## src/rtl/sram_seq_pkg.sv

```systemverilog
package sram_seq_pkg;

  typedef enum logic [2:0] {
    PH_IDLE = 3'd0,
    PH_WSET = 3'd1,
    PH_WPUL = 3'd2,
    PH_WHLD = 3'd3,
    PH_RACC = 3'd4,
    PH_RREL = 3'd5
  } phase_t;

  function automatic int imax(input int a, input int b);
    return (a > b) ? a : b;
  endfunction

  function automatic logic is_write_phase(input phase_t p);
    return (p == PH_WSET) || (p == PH_WPUL) || (p == PH_WHLD);
  endfunction

endpackage

```

## src/rtl/sram_seq_timer.sv

```systemverilog
module sram_seq_timer #(
  parameter int CW = 4
) (
  input  logic          clk,
  input  logic          rst_n,
  input  logic          load,
  input  logic [CW-1:0] load_val,
  output logic          zero
);
  logic [CW-1:0] cnt_q;

  always_ff @(posedge clk or negedge rst_n) begin
    if (!rst_n)              cnt_q <= '0;
    else if (load)           cnt_q <= load_val;
    else if (cnt_q != '0)    cnt_q <= cnt_q - 1'b1;
  end

  assign zero = (cnt_q == '0);

  // a freshly loaded non-zero count cannot report expiry on the next cycle
  p_load_no_zero_r4: assert property (@(posedge clk) disable iff (!rst_n)
    (load && load_val != '0) |=> !zero);
endmodule

```

## src/rtl/sram_seq_ctrl.sv

```systemverilog
module sram_seq_ctrl
  import sram_seq_pkg::*;
#(
  parameter int CW       = 4,
  parameter int SETUP    = 1,
  parameter int PULSE    = 2,
  parameter int HOLD     = 2,
  parameter int ACC      = 3,
  parameter int REL      = 2
) (
  input  logic          clk,
  input  logic          rst_n,
  input  logic          accept,
  input  logic          is_write,
  input  logic          zero,
  output phase_t        phase_q,
  output phase_t        phase_d,
  output logic          load,
  output logic [CW-1:0] load_val,
  output logic          sample
);
  localparam logic [CW-1:0] L_SETUP = CW'(SETUP - 1);
  localparam logic [CW-1:0] L_PULSE = CW'(PULSE - 1);
  localparam logic [CW-1:0] L_HOLD  = CW'(HOLD - 1);
  localparam logic [CW-1:0] L_ACC   = CW'(ACC - 1);
  localparam logic [CW-1:0] L_REL   = CW'(REL - 1);

  always_comb begin
    phase_d  = phase_q;
    load     = 1'b0;
    load_val = '0;
    sample   = 1'b0;
    unique case (phase_q)
      PH_IDLE: if (accept) begin
        load = 1'b1;
        if (is_write) begin
          phase_d  = PH_WSET;
          load_val = L_SETUP;
        end else begin
          phase_d  = PH_RACC;
          load_val = L_ACC;
        end
      end
      PH_WSET: if (zero) begin
        phase_d  = PH_WPUL;
        load     = 1'b1;
        load_val = L_PULSE;
      end
      PH_WPUL: if (zero) begin
        phase_d  = PH_WHLD;
        load     = 1'b1;
        load_val = L_HOLD;
      end
      PH_WHLD: if (zero) phase_d = PH_IDLE;
      PH_RACC: if (zero) begin
        phase_d  = PH_RREL;
        load     = 1'b1;
        load_val = L_REL;
        sample   = 1'b1;
      end
      PH_RREL: if (zero) phase_d = PH_IDLE;
      default: phase_d = PH_IDLE;
    endcase
  end

  always_ff @(posedge clk or negedge rst_n) begin
    if (!rst_n) phase_q <= PH_IDLE;
    else        phase_q <= phase_d;
  end

  // the write pulse is entered only from the setup phase
  p_pulse_after_setup_r3: assert property (@(posedge clk) disable iff (!rst_n)
    (phase_q == PH_WPUL && $past(phase_q) != PH_WPUL) |-> $past(phase_q) == PH_WSET);
  // the release gap is entered only from the read access
  p_release_after_access_r8: assert property (@(posedge clk) disable iff (!rst_n)
    (phase_q == PH_RREL && $past(phase_q) != PH_RREL) |-> $past(phase_q) == PH_RACC);
endmodule

```

## src/rtl/sram_seq_dpath.sv

```systemverilog
module sram_seq_dpath #(
  parameter int AW = 8,
  parameter int DW = 8
) (
  input  logic          clk,
  input  logic          rst_n,
  input  logic          accept,
  input  logic          sample,
  input  logic [AW-1:0] req_addr,
  input  logic [DW-1:0] req_wdata,
  input  logic          req_write,
  input  logic [DW-1:0] sram_rdata,
  output logic [AW-1:0] addr_q,
  output logic [DW-1:0] wdata_q,
  output logic          write_q,
  output logic          rsp_valid,
  output logic [DW-1:0] rsp_rdata
);
  always_ff @(posedge clk or negedge rst_n) begin
    if (!rst_n) begin
      addr_q  <= '0;
      wdata_q <= '0;
      write_q <= 1'b0;
    end else if (accept) begin
      addr_q  <= req_addr;
      wdata_q <= req_wdata;
      write_q <= req_write;
    end
  end

  always_ff @(posedge clk or negedge rst_n) begin
    if (!rst_n) begin
      rsp_valid <= 1'b0;
      rsp_rdata <= '0;
    end else begin
      rsp_valid <= sample;
      if (sample) rsp_rdata <= sram_rdata;
    end
  end

  // a response is a single-cycle pulse
  p_rsp_pulse_r7: assert property (@(posedge clk) disable iff (!rst_n)
    rsp_valid |=> !rsp_valid);
  // returned data does not move while the pulse is shown
  p_rsp_data_held_r7: assert property (@(posedge clk) disable iff (!rst_n)
    $fell(rsp_valid) |-> $stable(rsp_rdata));
endmodule

```

## src/rtl/sram_seq.sv

```systemverilog
module sram_seq
  import sram_seq_pkg::*;
#(
  parameter int AW    = 8,
  parameter int DW    = 8,
  parameter int T_AS  = 1,
  parameter int T_WP  = 2,
  parameter int T_DS  = 1,
  parameter int T_CSW = 2,
  parameter int T_AH  = 1,
  parameter int T_DH  = 2,
  parameter int T_AA  = 3,
  parameter int T_ACS = 2,
  parameter int T_OE  = 1,
  parameter int T_OZ  = 2
) (
  input  logic          clk,
  input  logic          rst_n,
  input  logic          req_valid,
  output logic          req_ready,
  input  logic          req_write,
  input  logic [AW-1:0] req_addr,
  input  logic [DW-1:0] req_wdata,
  output logic          rsp_valid,
  output logic [DW-1:0] rsp_rdata,
  output logic [AW-1:0] sram_addr,
  output logic [DW-1:0] sram_wdata,
  output logic          sram_wdata_oe,
  input  logic [DW-1:0] sram_rdata,
  output logic          sram_ce_n,
  output logic          sram_oe_n,
  output logic          sram_we_n
);
  localparam int SETUP = imax(T_AS, 1);
  localparam int PULSE = imax(imax(T_WP, T_DS), imax(T_CSW - SETUP, 1));
  localparam int HOLD  = imax(imax(T_AH, T_DH), 1);
  localparam int ACC   = imax(imax(T_AA, T_ACS), imax(T_OE, 1));
  localparam int REL   = imax(T_OZ, 1);
  localparam int LMAX  = imax(imax(SETUP, PULSE), imax(imax(HOLD, ACC), REL));
  localparam int CW    = $clog2(LMAX + 1);

  phase_t        phase_q, phase_d;
  logic          accept, zero, load, sample, write_q;
  logic [CW-1:0] load_val;

  assign req_ready = (phase_q == PH_IDLE);
  assign accept    = req_valid && req_ready;

  sram_seq_timer #(.CW(CW)) timer_i (
    .clk(clk), .rst_n(rst_n), .load(load), .load_val(load_val), .zero(zero)
  );

  sram_seq_ctrl #(
    .CW(CW), .SETUP(SETUP), .PULSE(PULSE), .HOLD(HOLD), .ACC(ACC), .REL(REL)
  ) ctrl_i (
    .clk(clk), .rst_n(rst_n), .accept(accept), .is_write(req_write), .zero(zero),
    .phase_q(phase_q), .phase_d(phase_d), .load(load), .load_val(load_val),
    .sample(sample)
  );

  sram_seq_dpath #(.AW(AW), .DW(DW)) dpath_i (
    .clk(clk), .rst_n(rst_n), .accept(accept), .sample(sample),
    .req_addr(req_addr), .req_wdata(req_wdata), .req_write(req_write),
    .sram_rdata(sram_rdata), .addr_q(sram_addr), .wdata_q(sram_wdata),
    .write_q(write_q), .rsp_valid(rsp_valid), .rsp_rdata(rsp_rdata)
  );

  // Strobes are registered from the next phase so that each pin changes
  // from a flop, never from a decode of several state bits.
  always_ff @(posedge clk or negedge rst_n) begin
    if (!rst_n) begin
      sram_ce_n     <= 1'b1;
      sram_oe_n     <= 1'b1;
      sram_we_n     <= 1'b1;
      sram_wdata_oe <= 1'b0;
    end else begin
      sram_ce_n     <= !(is_write_phase(phase_d) || phase_d == PH_RACC);
      sram_oe_n     <= (phase_d != PH_RACC);
      sram_we_n     <= (phase_d != PH_WPUL);
      sram_wdata_oe <= is_write_phase(phase_d);
    end
  end

  p_no_bus_fight_r9: assert property (@(posedge clk) disable iff (!rst_n)
    !(sram_wdata_oe && !sram_oe_n));
  p_we_needs_ce_r10: assert property (@(posedge clk) disable iff (!rst_n)
    !sram_we_n |-> !sram_ce_n);
  p_addr_stable_r3: assert property (@(posedge clk) disable iff (!rst_n)
    (!sram_ce_n && $past(!sram_ce_n)) |-> $stable(sram_addr));
  p_busy_not_ready_r2: assert property (@(posedge clk) disable iff (!rst_n)
    !sram_ce_n |-> !req_ready);
  p_data_stable_r5: assert property (@(posedge clk) disable iff (!rst_n)
    (sram_wdata_oe && $past(sram_wdata_oe)) |-> $stable(sram_wdata));
endmodule

```

## config.mk

```make
export PLATFORM = sky130hd
export DESIGN_NAME = sram_seq
export DESIGN_NICKNAME = d
export VERILOG_FILES = /design/src/rtl/sram_seq_pkg.sv /design/src/rtl/sram_seq_timer.sv /design/src/rtl/sram_seq_ctrl.sv /design/src/rtl/sram_seq_dpath.sv /design/src/rtl/sram_seq.sv
export SDC_FILE = /design/constraint.sdc
export NUM_CORES = 1
export LEC_CHECK = 0
export ABC_AREA = 1
export BUFFER_PORTS_ARGS = -buffer_cell sky130_fd_sc_hd__buf_4
export CORE_ASPECT_RATIO = 2
export CORE_MARGIN = 3
export CORE_UTILIZATION = 47
export CTS_CLUSTER_DIAMETER = 100
export DETAILED_ROUTE_END_ITERATION = 8
export GPL_TIMING_DRIVEN = 1
export PLACE_DENSITY = 0.78
export SYNTH_ARGS = -nofsm -noshare
export SYNTH_HDL_FRONTEND = slang
export SYNTH_SLANG_ARGS = --single-unit
```

## constraint.sdc

```tcl
create_clock -name clk -period 1.6 [get_ports clk]
set_clock_uncertainty 0.05 [all_clocks]
set_input_delay 0.32 -clock clk [delete_from_list [all_inputs] [get_ports clk]]
set_output_delay 0.32 -clock clk [all_outputs]
set_load 0.01 [all_outputs]
```

**Yosys cells after proc, flatten, opt, wreduce, memory -nomap -nowiden**

Index checks and enable logic that the tools add are counted.

- Bits in registers: 34

- $add $sub $neg: 1
- Eq/ne operators: 11
- Multiplexer cells: 17
- Reductions and logical operators: 11

Operators by type and width:

| kind | number |
|---|---|
| 3-bit two-way mux | 6 |
| 3-bit one-hot mux with 5 select lines | 1 |
| 3-bit by 2-bit equality test with 1-bit output (second input constant) | 4 |
| 3-bit equality test (second input constant) | 3 |
| 2-bit two-way mux | 4 |
| 3-bit by 1-bit equality test with 1-bit output (second input constant) | 2 |
| 1-bit two-way mux | 4 |
| 2-bit one-hot mux with 2 select lines | 1 |
| 2-bit nonzero test | 2 |
| 3-bit logical NOT | 1 |
| 1-bit logical OR | 3 |
| 3-bit by 2-bit inequality test with 1-bit output (second input constant) | 1 |
| 3-bit inequality test (second input constant) | 1 |
| 3-bit OR reduction | 1 |
| 2-bit logical NOT | 1 |
| 1-bit one-hot mux with 2 select lines | 1 |
| 2-bit OR reduction | 1 |
| 2-bit by 1-bit subtractor with 2-bit output (second input constant) | 1 |
| 1-bit logical AND | 1 |
| 1-bit logical NOT | 1 |

**Logic depth before layout (Yosys ltp)**

- Depth in word-level cells: 9
- Mapped depth: 12
- Mapped depth without buffers: 12

**Cells and area by module**

From an unflattened synthesis, not the netlist that was laid out.

- Cells, all modules: 176
- Area, all modules: 1515.2 um2

Modules (own cells, without submodules):

| module | times used | cells each | area an instance (um2) | sequential area each (um2) |
|---|---|---|---|---|
| sram_seq_dpath | 1 | 107 | 1011.0 | 650.6 |
| sram_seq_ctrl | 1 | 32 | 209.0 | 75.1 |
| sram_seq | 1 | 20 | 175.2 | 103.8 |
| sram_seq_timer | 1 | 17 | 120.1 | 50.0 |

**Least setup slack after synthesis**

OpenSTA, ideal clock, no wires.

- Path kind: flip-flop to flip-flop
- Start: reg timer_i.cnt_q[0]
- End: reg sram_ce_n
- Arrival: 1201 ps
- Path slack: 276 ps
- Cell stages (with the launch flop): 11
- Path through: dfrtp_1 > inv_1 > ha_1 > nand2_1 > nand2_1 > nand2_1 > o21bai_1 > nand2_1 > nand2_1 > nand2_1 > inv_1

- Longest elaborated chain between the ends: 8
- Elaborated cells on any way between the ends: 14
- Those cells by class: eq/ne: 4; mux: 5; reduce/logical: 5

RTL lines:

| item | RTL line | RTL |
|---|---|---|
| from (decl) | sram_seq_timer.sv:10 | `logic [CW-1:0] cnt_q;` |
| from (signal assigned) | sram_seq_timer.sv:14 | `else if (load) cnt_q <= load_val;` |
| from (signal assigned) | sram_seq_timer.sv:15 | `else if (cnt_q != '0) cnt_q <= cnt_q - 1'b1;` |
| 2-bit logical NOT (*) | sram_seq_timer.sv:18 | `assign zero = (cnt_q == '0);` |
| 3-bit two-way mux (on tied branches) | -- |  |
| 3-bit one-hot mux with 5 select lines (*) | sram_seq_ctrl.sv:33 | `unique case (phase_q)` |
| 3-bit by 1-bit equality test with 1-bit output / 3-bit by 2-bit equality test with 1-bit output (equally long branches) | sram_seq_pkg.sv:17 | `return (p == PH_WSET) \|\| (p == PH_WPUL) \|\| (p == PH_WHLD);` |
| 1-bit logical OR (2 in a row) | sram_seq_pkg.sv:17 |  |
| 1-bit logical OR (*) | sram_seq.sv:77 | `sram_ce_n <= !(is_write_phase(phase_d) \|\| phase_d == PH_RACC);` |
| 1-bit logical NOT (*) | sram_seq.sv:77 |  |
| to (signal assigned) | sram_seq.sv:77 |  |
| to (decl) | sram_seq.sv:30 | `output logic sram_ce_n,` |

Every way passes the cells marked *; elsewhere a longest branch is shown, timed or not.
A chain may end at the register's enable or synchronous reset.

**Worst setup path after layout**

- Start: reg ctrl_i.phase_q[0]
- End: out req_ready

- Longest elaborated chain between the ends: 1

RTL lines:

| item | RTL line | RTL |
|---|---|---|
| from (decl) | sram_seq_ctrl.sv:16 | `output phase_t phase_q,` |
| from (signal assigned) | sram_seq_ctrl.sv:68 | `else phase_q <= phase_d;` |
| 3-bit logical NOT | sram_seq.sv:46 | `assign req_ready = (phase_q == PH_IDLE);` |
| to (decl) | sram_seq.sv:20 | `output logic req_ready,` |

Every way passes these cells.

==> flow_summary_export.csv <==
group,metric,value,unit
yosys,ys_ff_latch,34,
drt,antenna_left,0,
hold_path,min-delay-start,"sram_rdata[7]",
pwr,p_int,2730,uW
drt,first_iter_violations,34,
yosys,syn-cell-area,0.00143,sq mm
grt,antenna_found_initial,0,
setup_path,crit_slowest_cell,"dfrtp_2",
timing,setup_viol,0,
floorplan,num_io_pins,58,
yosys,syn_area_per_cell,8.74,sq um
hold_path,hp-class,"in2reg",
pwr,p_per_area,2200,mW/mm^2
drt,finalWirelength,3.53,mm
grt,use_met3,0.0518,
setup_path,criticalPathCategory,"reg2out",
setup_path,path_buf_inv,2,
clock_network,cts.sinks,34,
grt,met2_usage,0.370,
grt,grt_overflow_total,0,
grt,grt_pass1_vias,1355,
timing,relSlewSlack,0.725,
clock_network,cts_made_buffers,5,
floorplan,row_count,27,
pwr,combPwrFrac,0.476,
drt,dr.pass1.iters,4,
timing,worstMarginPinSlew,0.412,ns
setup_path,crit_path_cell_trace,"nor2_4, nand2_2, inv_4, buf_4",
flow_run,max_cap_viol_count,0,
pwr,peakVddDrop,1.53,mV
floorplan,die_h,84.1,um
layout,area_growth,41.2,%
setup_path,endpoint_kind,"output port",
yosys,synthDistinctLibCells,17,
setup_path,setup.worst_path.start_class,"register",
setup_path,r2r_start,"ctrl_i.phase_q[0]",
yosys,syn_nets,193,
grt,grt_max_degree,35,
layout,final-instance-count-excl-fill,257,
floorplan,dieWidth,45.1,um
setup_path,crit_start,"ctrl_i.phase_q[0]",
setup_path,crit_fanout,5,
timing,holdWs,0.189,ns
clock_network,clockBufferDepth,2,
clock_network,ctsRootBufferMaster,"clkbuf_8",
timing,tns,0,ns
pwr,p_leak,0.00115,uW
clock_network,cts_tree,"yes",
layout,final_common_cell,"nand2_1",
pwr,pwr-share-clk,0.179,
clock_network,path_clk_slew,0.07,ns
pwr,p_sw,1740,uW
timing,rsz0062_at_grt,"false",
floorplan,dieArea,0.00379,sq mm
floorplan,core-area,0.00284,sq mm
grt,grt.total_usage,0.207,
drt,drc_errors,0,
drt,vias,1311,
setup_path,critPathMaxStageDelay,0.45,ns
pwr,sw_frac_of_total,0.389,
drt,wl_per_cell,13.7,um
timing,finalWorstPathRequiredPeriod,1.51,ns
floorplan,start_util,0.505,
grt,top_usage_layer,"met2",
yosys,ys_warn_count,0,
drt,viasPerCell,5.10,
layout,final_cell_mix,"nand2_1 (79), buf_4 (59), dfrtp_1 (30)",
layout,layout-drive-gt1-share,0.351,
timing,clock.fmax,661,MHz
timing,finalCritPeriodShare,0.945,
timing,slew_violations,0,
timing,hold_viol,0,
run_status,status,"finished clean",
grt,gr-usage-met1,0.200,
layout,diodes,0,
placed_design,dp_hpwl,2.69,mm
setup_path,crit_family,"flip-flops",
layout,nNetsFinal,256,
pwr,total_power,4460,uW
setup_path,required,1.23,ns
grt,grt_pass1_wl,5.80,mm
placed_design,port_buffers,57,
placed_design,place.gp.congestion,0.960,
pwr,pwr-share-seq,0.346,
yosys,yosysSeqAreaShare,0.596,
setup_path,arrival,1.14,ns
clock_network,ctsHtreeMaxLevel,2,
placed_design,dp_cells,247,
yosys,syn_inst,164,
clock_network,clock_latency,0.28,ns
-- per-stage QoR --
step,util,setup slack [ns],instance area [sq um]
6_report,0.713,0.0874,2020
5_1_grt,0.713,0.0192,2020
4_1_cts,0.709,0.0717,2010
3_5_place_dp,0.662,0.0916,1880
3_3_place_gp,0.662,0.182,1880
2_1_floorplan,-,0.276,1430
-- power groups by stage --
stage                     Sequential (uW)  Clock, uW  Combinational (uW)
after detailed placement             1550          0                2080
final                                1540        798                2120
after global routing                 1590        844                2390
after CTS                            1540        825                2120
after floorplan                      1690          0                1030
after global placement               1530          0                1990
-- cell type report --
class	instances	area [sq um]
fill	223	813
sequential	34	856
timing repair buffer	60	453
inverter	15	58.8
multi-input combinational	111	504
clock inverter	1	30.0
clock buffer	7	86.3
tap	29	36.3
-- state kept, by name (all words and copies together), names as in the netlist --
name and count:
timer_i.cnt_q 2, dpath_i.rsp_rdata 8, sram_wdata_oe 1, dpath_i.addr_q 8, ctrl_i.phase_q 3, sram_we_n 1, dpath_i.rsp_valid 1, sram_ce_n 1
sram_oe_n 1, dpath_i.wdata_q 8
-- kinds of logic (layout without fill, tap and decap cells) --
logic type | count (synthesis) | in the layout | synth area share
and+or+nand+nor | 109 | 109 | 0.330
DFF | 34 | 34 | 0.596
buffers and inverters | 19 | 83 | 0.0602
AOI/OAI and AO/OA | 1 | 1 | 0.00524
adders and majority gates | 1 | 1 | 0.00872
-- cell usage after synthesis (all sizes together) --
master  count  area, sq um
nand3      21          105
dfstp       3         78.8
nand2      82          320
ha          1         12.5
dfrtp      31          776
o21bai      1         7.51
clkbuf      1         3.75
buf         3         23.8
nand4       4         25.0
inv        15         58.8
nor2        2         22.5
-- worst reg2reg max path, delay by kind of cell (launching register included) --
kind	cells	cell delay, ns
buffers and inverters	3	0.30
DFF	1	0.45
and+or+nand+nor	6	0.57
-- metal layers --
metal  wire length (um)  share of wire  up-vias
met3                259          0.073       14
met2               1950           0.55       66
met5                  0              0        -
met1               1200           0.34      597
li1                   -              -      634
met4                115          0.033        0
-- worst paths after layout --
check	end	slack, ns	depth (start not counted)
min reg2reg	dpath_i.wdata_q[1]	0.42	2
min in group asynchronous	dpath_i.rsp_rdata[0]	0.46	2
max reg2reg	timer_i.cnt_q[1]	0.13	9
max	req_ready	0.09	4
max in group asynchronous	sram_oe_n	0.70	2
min	dpath_i.rsp_rdata[7]	0.19	3
-- timing repair --
item                       in CTS  in global routing
gates resized for setup         1                  2
cloned                          0                  0
hold buffers                    1                  0
hold endpoints to repair       31                  0
setup buffers                   1                  0
pin swaps                       0                  0
setup endpoints to repair       1                 11
Note: power is estimated with default switching activity, not from simulation.
